[src/rtl/sem_pkg.sv]
package sem_pkg;
  localparam int unsigned SEM_COUNT = 8;

  typedef enum logic [1:0] {
    OWN_FREE = 2'd0,
    OWN_HOST = 2'd1,
    OWN_COP  = 2'd2
  } owner_e;
endpackage

[src/rtl/sem_host_decode.sv]
module sem_host_decode #(
  parameter int unsigned N = 8,
  localparam int unsigned W = 2 * N
) (
  input  logic         we_i,
  input  logic [W-1:0] wdata_i,
  output logic [N-1:0] set_o,
  output logic [N-1:0] clr_o
);
  logic [N-1:0] en;
  logic [N-1:0] val;

  assign en    = {N{we_i}} & wdata_i[W-1:N];
  assign val   = wdata_i[N-1:0];
  assign set_o = en & val;
  assign clr_o = en & ~val;
endmodule

[src/rtl/sem_cell.sv]
module sem_cell
  import sem_pkg::*;
(
  input  logic clk_i,
  input  logic rst_ni,
  input  logic host_set_i,
  input  logic host_clr_i,
  input  logic cop_lock_i,
  input  logic cop_rel_i,
  output logic host_own_o,
  output logic cop_own_o
);
  owner_e state_q, state_d;

  always_comb begin
    state_d = state_q;
    unique case (state_q)
      OWN_FREE: begin
        if (cop_lock_i)      state_d = OWN_COP;   // coprocessor wins a tie
        else if (host_set_i) state_d = OWN_HOST;
      end
      OWN_HOST: if (host_clr_i) state_d = OWN_FREE;
      OWN_COP:  if (cop_rel_i)  state_d = OWN_FREE;
      default:  state_d = OWN_FREE;
    endcase
  end

  always_ff @(posedge clk_i or negedge rst_ni) begin
    if (!rst_ni) state_q <= OWN_FREE;
    else         state_q <= state_d;
  end

  assign host_own_o = (state_q == OWN_HOST);
  assign cop_own_o  = (state_q == OWN_COP);

  assert_cop_lock_free_R7: assert property (@(posedge clk_i) disable iff (!rst_ni)
    (state_q == OWN_FREE && cop_lock_i) |=> cop_own_o);
  assert_cop_lock_refused_R7: assert property (@(posedge clk_i) disable iff (!rst_ni)
    (state_q == OWN_HOST && cop_lock_i && !host_clr_i) |=> (host_own_o && !cop_own_o));
  assert_tie_cop_wins_R8: assert property (@(posedge clk_i) disable iff (!rst_ni)
    (state_q == OWN_FREE && cop_lock_i && host_set_i) |=> (cop_own_o && !host_own_o));
  assert_host_blocked_R5: assert property (@(posedge clk_i) disable iff (!rst_ni)
    (state_q == OWN_COP && !cop_rel_i) |=> (cop_own_o && !host_own_o));
  assert_cop_release_foreign_R9: assert property (@(posedge clk_i) disable iff (!rst_ni)
    (state_q == OWN_HOST && cop_rel_i && !host_clr_i) |=> host_own_o);
endmodule

[src/rtl/sem_readback.sv]
module sem_readback #(
  parameter int unsigned N = 8,
  localparam int unsigned W = 2 * N
) (
  input  logic [N-1:0] host_own_i,
  output logic [W-1:0] rdata_o
);
  assign rdata_o = {{N{1'b0}}, host_own_i};
endmodule

[src/rtl/hw_sem_bank.sv]
module hw_sem_bank #(
  parameter int unsigned N = sem_pkg::SEM_COUNT,
  localparam int unsigned W = 2 * N
) (
  input  logic         clk_i,
  input  logic         rst_ni,
  input  logic         host_we_i,
  input  logic [W-1:0] host_wdata_i,
  output logic [W-1:0] host_rdata_o,
  input  logic [N-1:0] cop_lock_i,
  input  logic [N-1:0] cop_release_i,
  output logic [N-1:0] cop_held_o
);
  logic [N-1:0] host_set, host_clr, host_own, cop_own;

  sem_host_decode #(.N(N)) u_decode (
    .we_i    (host_we_i),
    .wdata_i (host_wdata_i),
    .set_o   (host_set),
    .clr_o   (host_clr)
  );

  for (genvar i = 0; i < N; i++) begin : g_cell
    sem_cell u_cell (
      .clk_i      (clk_i),
      .rst_ni     (rst_ni),
      .host_set_i (host_set[i]),
      .host_clr_i (host_clr[i]),
      .cop_lock_i (cop_lock_i[i]),
      .cop_rel_i  (cop_release_i[i]),
      .host_own_o (host_own[i]),
      .cop_own_o  (cop_own[i])
    );
  end

  sem_readback #(.N(N)) u_readback (
    .host_own_i (host_own),
    .rdata_o    (host_rdata_o)
  );

  assign cop_held_o = cop_own;

  assert_exclusive_R11: assert property (@(posedge clk_i) disable iff (!rst_ni)
    (host_rdata_o[N-1:0] & cop_held_o) == '0);
  assert_host_view_stable_R10: assert property (@(posedge clk_i) disable iff (!rst_ni)
    !host_we_i |=> $stable(host_rdata_o));
  assert_cop_view_stable_R10: assert property (@(posedge clk_i) disable iff (!rst_ni)
    (cop_lock_i == '0 && cop_release_i == '0) |=> $stable(cop_held_o));
endmodule

[config.mk]
export PLATFORM = sky130hd
export DESIGN_NAME = hw_sem_bank
export DESIGN_NICKNAME = d
export VERILOG_FILES = /design/src/rtl/sem_pkg.sv /design/src/rtl/sem_host_decode.sv /design/src/rtl/sem_cell.sv /design/src/rtl/sem_readback.sv /design/src/rtl/hw_sem_bank.sv
export SDC_FILE = /design/constraint.sdc
export NUM_CORES = 1
export LEC_CHECK = 0
export BUFFER_PORTS_ARGS = -buffer_cell sky130_fd_sc_hd__buf_2
export CAP_MARGIN = 10
export CORE_UTILIZATION = 46
export DETAILED_ROUTE_END_ITERATION = 8
export PLACE_DENSITY = 0.84
export SKIP_CTS_REPAIR_TIMING = 1
export SYNTH_ARGS = -nofsm -noshare
export SYNTH_HDL_FRONTEND = slang
export SYNTH_SLANG_ARGS = --single-unit
[constraint.sdc]
create_clock -name clk_i -period 1.1 [get_ports clk_i]
set_input_delay 0.055 -clock clk_i [delete_from_list [all_inputs] [get_ports clk_i]]
set_output_delay 0.055 -clock clk_i [all_outputs]
set_load 0.01 [all_outputs]
# Yosys cells after proc, flatten, opt, wreduce, memory -nomap -nowiden
# Index checks and enable logic that the tools add are counted.
[classes]
n_eq_ne = 40
mux = 40
bitwise_logic = 4
n_reduce_logical = 16
[ops]
columns = ["op", "n"]
rows = [
  ["$mux 2", 32],
  ["$pmux 2 s3", 8],
  ["$ne 2x2->1 const B", 16],
  ["$and 8x8->8", 3],
  ["$ne 3x3->1 const B", 8],
  ["$reduce_and 3->1", 8],
  ["$eq 2x1->1 const B", 8],
  ["$eq 2x2->1 const B", 8],
  ["$logic_not 2->1", 8],
  ["$not 8->8", 1],
]
[totals]
reg_bits = 16
inputBits = 35
output_inout_bits = 24
wordCells = 108

# Depth between registers and ports, before layout
[logic_depth]
ltp_word = 5
ltp_mapped = 3
mapped_depth_nobuf = 2

# Hierarchy
# Synthesis repeated with hierarchy kept, for this count alone.
[unflattened]
hier_cells = 114
area_unflattened_um2 = 1101.1
[by_module_without_submodules]
columns = ["module", "n_inst", "cells_per_inst", "area_per_inst_um2", "seq_area_each_um2"]
rows = [
  ["sem_cell", 8, 10, 103.8, 50.0],
  ["sem_host_decode", 1, 17, 146.4, 0.0],
  ["sem_readback", 1, 17, 123.9, 0.0],
]

# Worst setup path before layout
# No wires, ideal clock.
[synth_timing]
kind = "reg-to-reg"
start = "register g_cell[0].u_cell.state_q[0]"
end = "register g_cell[0].u_cell.state_q[0]"
setup_time_ps = 123
arrival_ps = 588
required_time_ps = 977
slack_ps = 389
stages_incl_launch_ff = 2
path_buffers = 0
period_less_slack_ps = 711
cell_sequence = "dfrtp_1 o221a_2"
[synth_via]
elab_chain_len = 3
word_cells_on_any_way = 8
classes_between = "5 x eq/ne; 1 x mux; 2 x reduce/logical"
[synth_rtl]
columns = ["element", "line", "source"]
rows = [
  ["start: declaration", "sem_cell.sv:13", "owner_e state_q, state_d;"],
  ["start signal: assignment", "sem_cell.sv:30", "else state_q <= state_d;"],
  ["$eq 2x1->1 (tied with other cells)", "sem_cell.sv:17", "unique case (state_q)"],
  ["$ne 2x2->1 (no source line) or $ne 3x3->1 (tied branches)", "--", ""],
  ["$reduce_and 3->1 (no source line)", "--", ""],
]
# Parallel ways exist; a longest one is shown, timed or not.
# A chain may end at the register's enable or synchronous reset.

# Final worst setup path
[layout_timing]
start = "register g_cell[5].u_cell.state_q[0]"
end = "output port host_rdata_o[5]"
[layout_via]
elab_chain_len = 1
[layout_rtl]
columns = ["element", "line", "source"]
rows = [
  ["start: declaration", "sem_cell.sv:13", ""],
  ["start signal: assignment", "sem_cell.sv:30", ""],
  ["$eq 2x1->1", "sem_cell.sv:33", "assign host_own_o = (state_q == OWN_HOST);"],
  ["end: declaration", "hw_sem_bank.sv:9", "output logic [W-1:0] host_rdata_o,"],
]
# No other way between the ends.

==> results by group <==
Status
  – Status: completed

Synth
  – Yosys reg bits: 16
  – Fraction of the yosys area taken by sequential cells: 38.8%
  – Netlist cell types: 15
  – Cell Area, Synth: 1030 µm²
  – Mapped Cells: 112
  – Mean post-synth cell area: 9.21 µm²
  – Synth Warn #: 0

Placed design
  – I/O Buffers: 50
  – Post-DP Area: 1150 µm²
  – Placed cell count: 171
  – Pre-CTS setup slack: 248 ps
  – RD Place Congestion: 0.687
  – Final HPWL DP: 1.51 mm

Layout
  – Fill count: 179
  – Largest register FFs: 16
  – Most common cell after layout, fill and taps aside: buf_2
  – Largest registers: g_cell.u_cell.state_q (16)
  – Largest Register: g_cell.u_cell.state_q
  – Most frequent cells in the layout: buf_2 (50), dfrtp_1 (16), nand2b_1 (12)
  – Layout cells sized above 1: 51.0%
  – Sequential cell area: 400 µm²
  – Nets: 192
  – Antenna diodes: 0
  – Area Overhead vs Synth: 21.5%
  – Final Non-Filler Cells: 182
  – Design area: 1250 µm²
  – Multi-input logic area: 448 µm²

Routing
  – # DRC: 0
  – Wire per inst: 11.9 µm
  – Final wirelength: 2.16 mm
  – First-pass iteration count of the detailed router: 4
  – Via count: 876
  – Iter 0 DRT Violations: 10
  – Post-DRT Antenna Nets: 0
  – Vias per Instance: 4.81

CTS
  – Maximum buffer depth of the clock tree: 2
  – CTS buffer count: 3
  – TritonCTS clock tree: done
  – Clock root buffer: clkbuf_4
  – Clock Latency Late Sink: 280 ps
  – CTS clk-pin slew, worst paths: 90 ps
  – H-tree depth: 1
  – # clock sinks: 16

Global route
  – GR Util All Layers: 18.4%
  – Gr ovfl total: 0
  – Initial antenna violation count: 0
  – Pin count of the biggest net entering global routing: 17
  – First-pass GRT wire length: 3.32 mm
  – Vias in the first global route: 788

Worst hold path
  – Worst Hold Depth: 3
  – Min-delay worst type: input pin to flop

Die
  – Cell Rows: 16
  – Die H: 49.3 µm
  – Io pins: 59
  – Die ar.: 2430 µm²
  – Core area: 2040 µm²
  – Die X: 49.3 µm
  – Starting Density: 50.5%

Worst setup path
  – CP Launch Type: flop
  – Cell family with most CP delay: flip-flops
  – CP Buf/Inv Count: 1
  – Cell count of the worst reg-to-reg path: 2
  – Max FO, Critical Path: 4
  – Worst path slowest cell: dfrtp_1
  – Req. time, crit path: 1040 ps
  – Worst path max stage delay: 420 ps
  – Worst setup EP type: output pin
  – Crit-path cells: nor2b_2 -> buf_2
  – WP depth: 2
  – Worst Setup Path Type: flop to output pin
  – CP Data Arrival Time: 1000 ps

Power and ir drop
  – Max VDD drop: 0.885 mV
  – P_leak: 0.000707 µW
  – Pwr dens: 1470 nW/µm²
  – Tot Pwr: 1850 µW

STA
  – Final Hold Viols: 0
  – Setup ws final: 49.0 ps
  – Period utilization: 95.5%
  – Peak Freq: 951 MHz
  – Setup violations, final: 0
  – Fin crit period: 1050 ps
  – Clock skew: 3.53 ps
  – Final Slew Violations: 0
  – RSZ-0062 raised after global routing: yes

Job
  – Max_cap viols: 0
[path summary, 6_finish.rpt]
kind,slack (ps),end,from
setup / recovery,50,host_rdata_o[5],g_cell[5].u_cell.state_q[0]$_DFFE_PN0P_
hold / removal,9,g_cell[5].u_cell.state_q[1]$_DFFE_PN0P_,cop_release_i[5]
setup reg to reg,210,g_cell[3].u_cell.state_q[0]$_DFFE_PN0P_,g_cell[3].u_cell.state_q[0]$_DFFE_PN0P_
hold reg to reg,480,g_cell[1].u_cell.state_q[1]$_DFFE_PN0P_,g_cell[1].u_cell.state_q[0]$_DFFE_PN0P_
max in group asynchronous,630,g_cell[4].u_cell.state_q[0]$_DFFE_PN0P_,rst_ni
min in group asynchronous,210,g_cell[7].u_cell.state_q[1]$_DFFE_PN0P_,rst_ni
[cells in the mapped netlist]
cell type / number / area share [%]
buf_4: 24 / 17
dfrtp_1: 16 / 39
nand2b_1: 12 / 7.3
nor2_1: 10 / 3.6
inv_1: 8 / 2.9
nand2_1: 8 / 2.9
nor2b_1: 8 / 4.9
a21oi_1: 6 / 2.9
and3b_2: 6 / 5.8
o221a_2: 6 / 6.6
a211oi_1: 2 / 1.5
and3b_1: 2 / 1.7
o221a_1: 2 / 2.2
buf_6: 1 / 1.1
conb_1: 1 / 0.36
[routing by layer]
| metal | share of wire (%) | wire length, µm | track usage [%] |
|---|---|---|---|
| met3 | 6.5 | 141 | 7.17 |
| met4 | 0.56 | 12 | 5.39 |
| met5 | 0 | 0 | 0 |
| met2 | 52 | 1120 | 32.0 |
| met1 | 41 | 886 | 20.4 |
[final cells by class]
class,count,area share (%)
Clock buffer,3,1.80
Inverter,8,2.40
Sequential cell,16,32.0
Multi-Input combinational cell,70,35.8
Tap cell,27,2.70
Timing Repair Buffer,58,25.4
[stage by stage]
step | utilization [%] | TNS, ps | hold WS [ps]
after detailed placement | 56.3 | 0 | -11.2
after global placement | 56.3 | 0 | -10.1
final | 61.3 | 0 | 9.28
after floorplan | - | 0 | -241
after global routing | 61.3 | -70.7 | 7.98
after CTS | 57.4 | 0 | -324
[tightest hold or removal path: stages]
cell and delay [ps]:
buf_2 70, nand2b_1 80, a21oi_1 60
[logic make-up (layout without fill, tap and decap cells)]
logic type | count (synthesis) | after routing | share of synthesized area [%]
simple gates | 46 | 46 | 26.2
buf+inv | 33 | 69 | 21.5
compound gates | 16 | 16 | 13.1
flops | 16 | 16 | 38.8
other cells | 1 | 8 | 0.364
[power breakdown]
group          internal, µW  switching (µW)  total, µW  leakage, µW
Combinational           367             320        688     0.000489
Sequential              716             139        855     0.000204
Clock                   127             176        303    0.0000138
Total                  1210             636       1850     0.000707
Note: power is estimated with default switching activity, not from simulation.
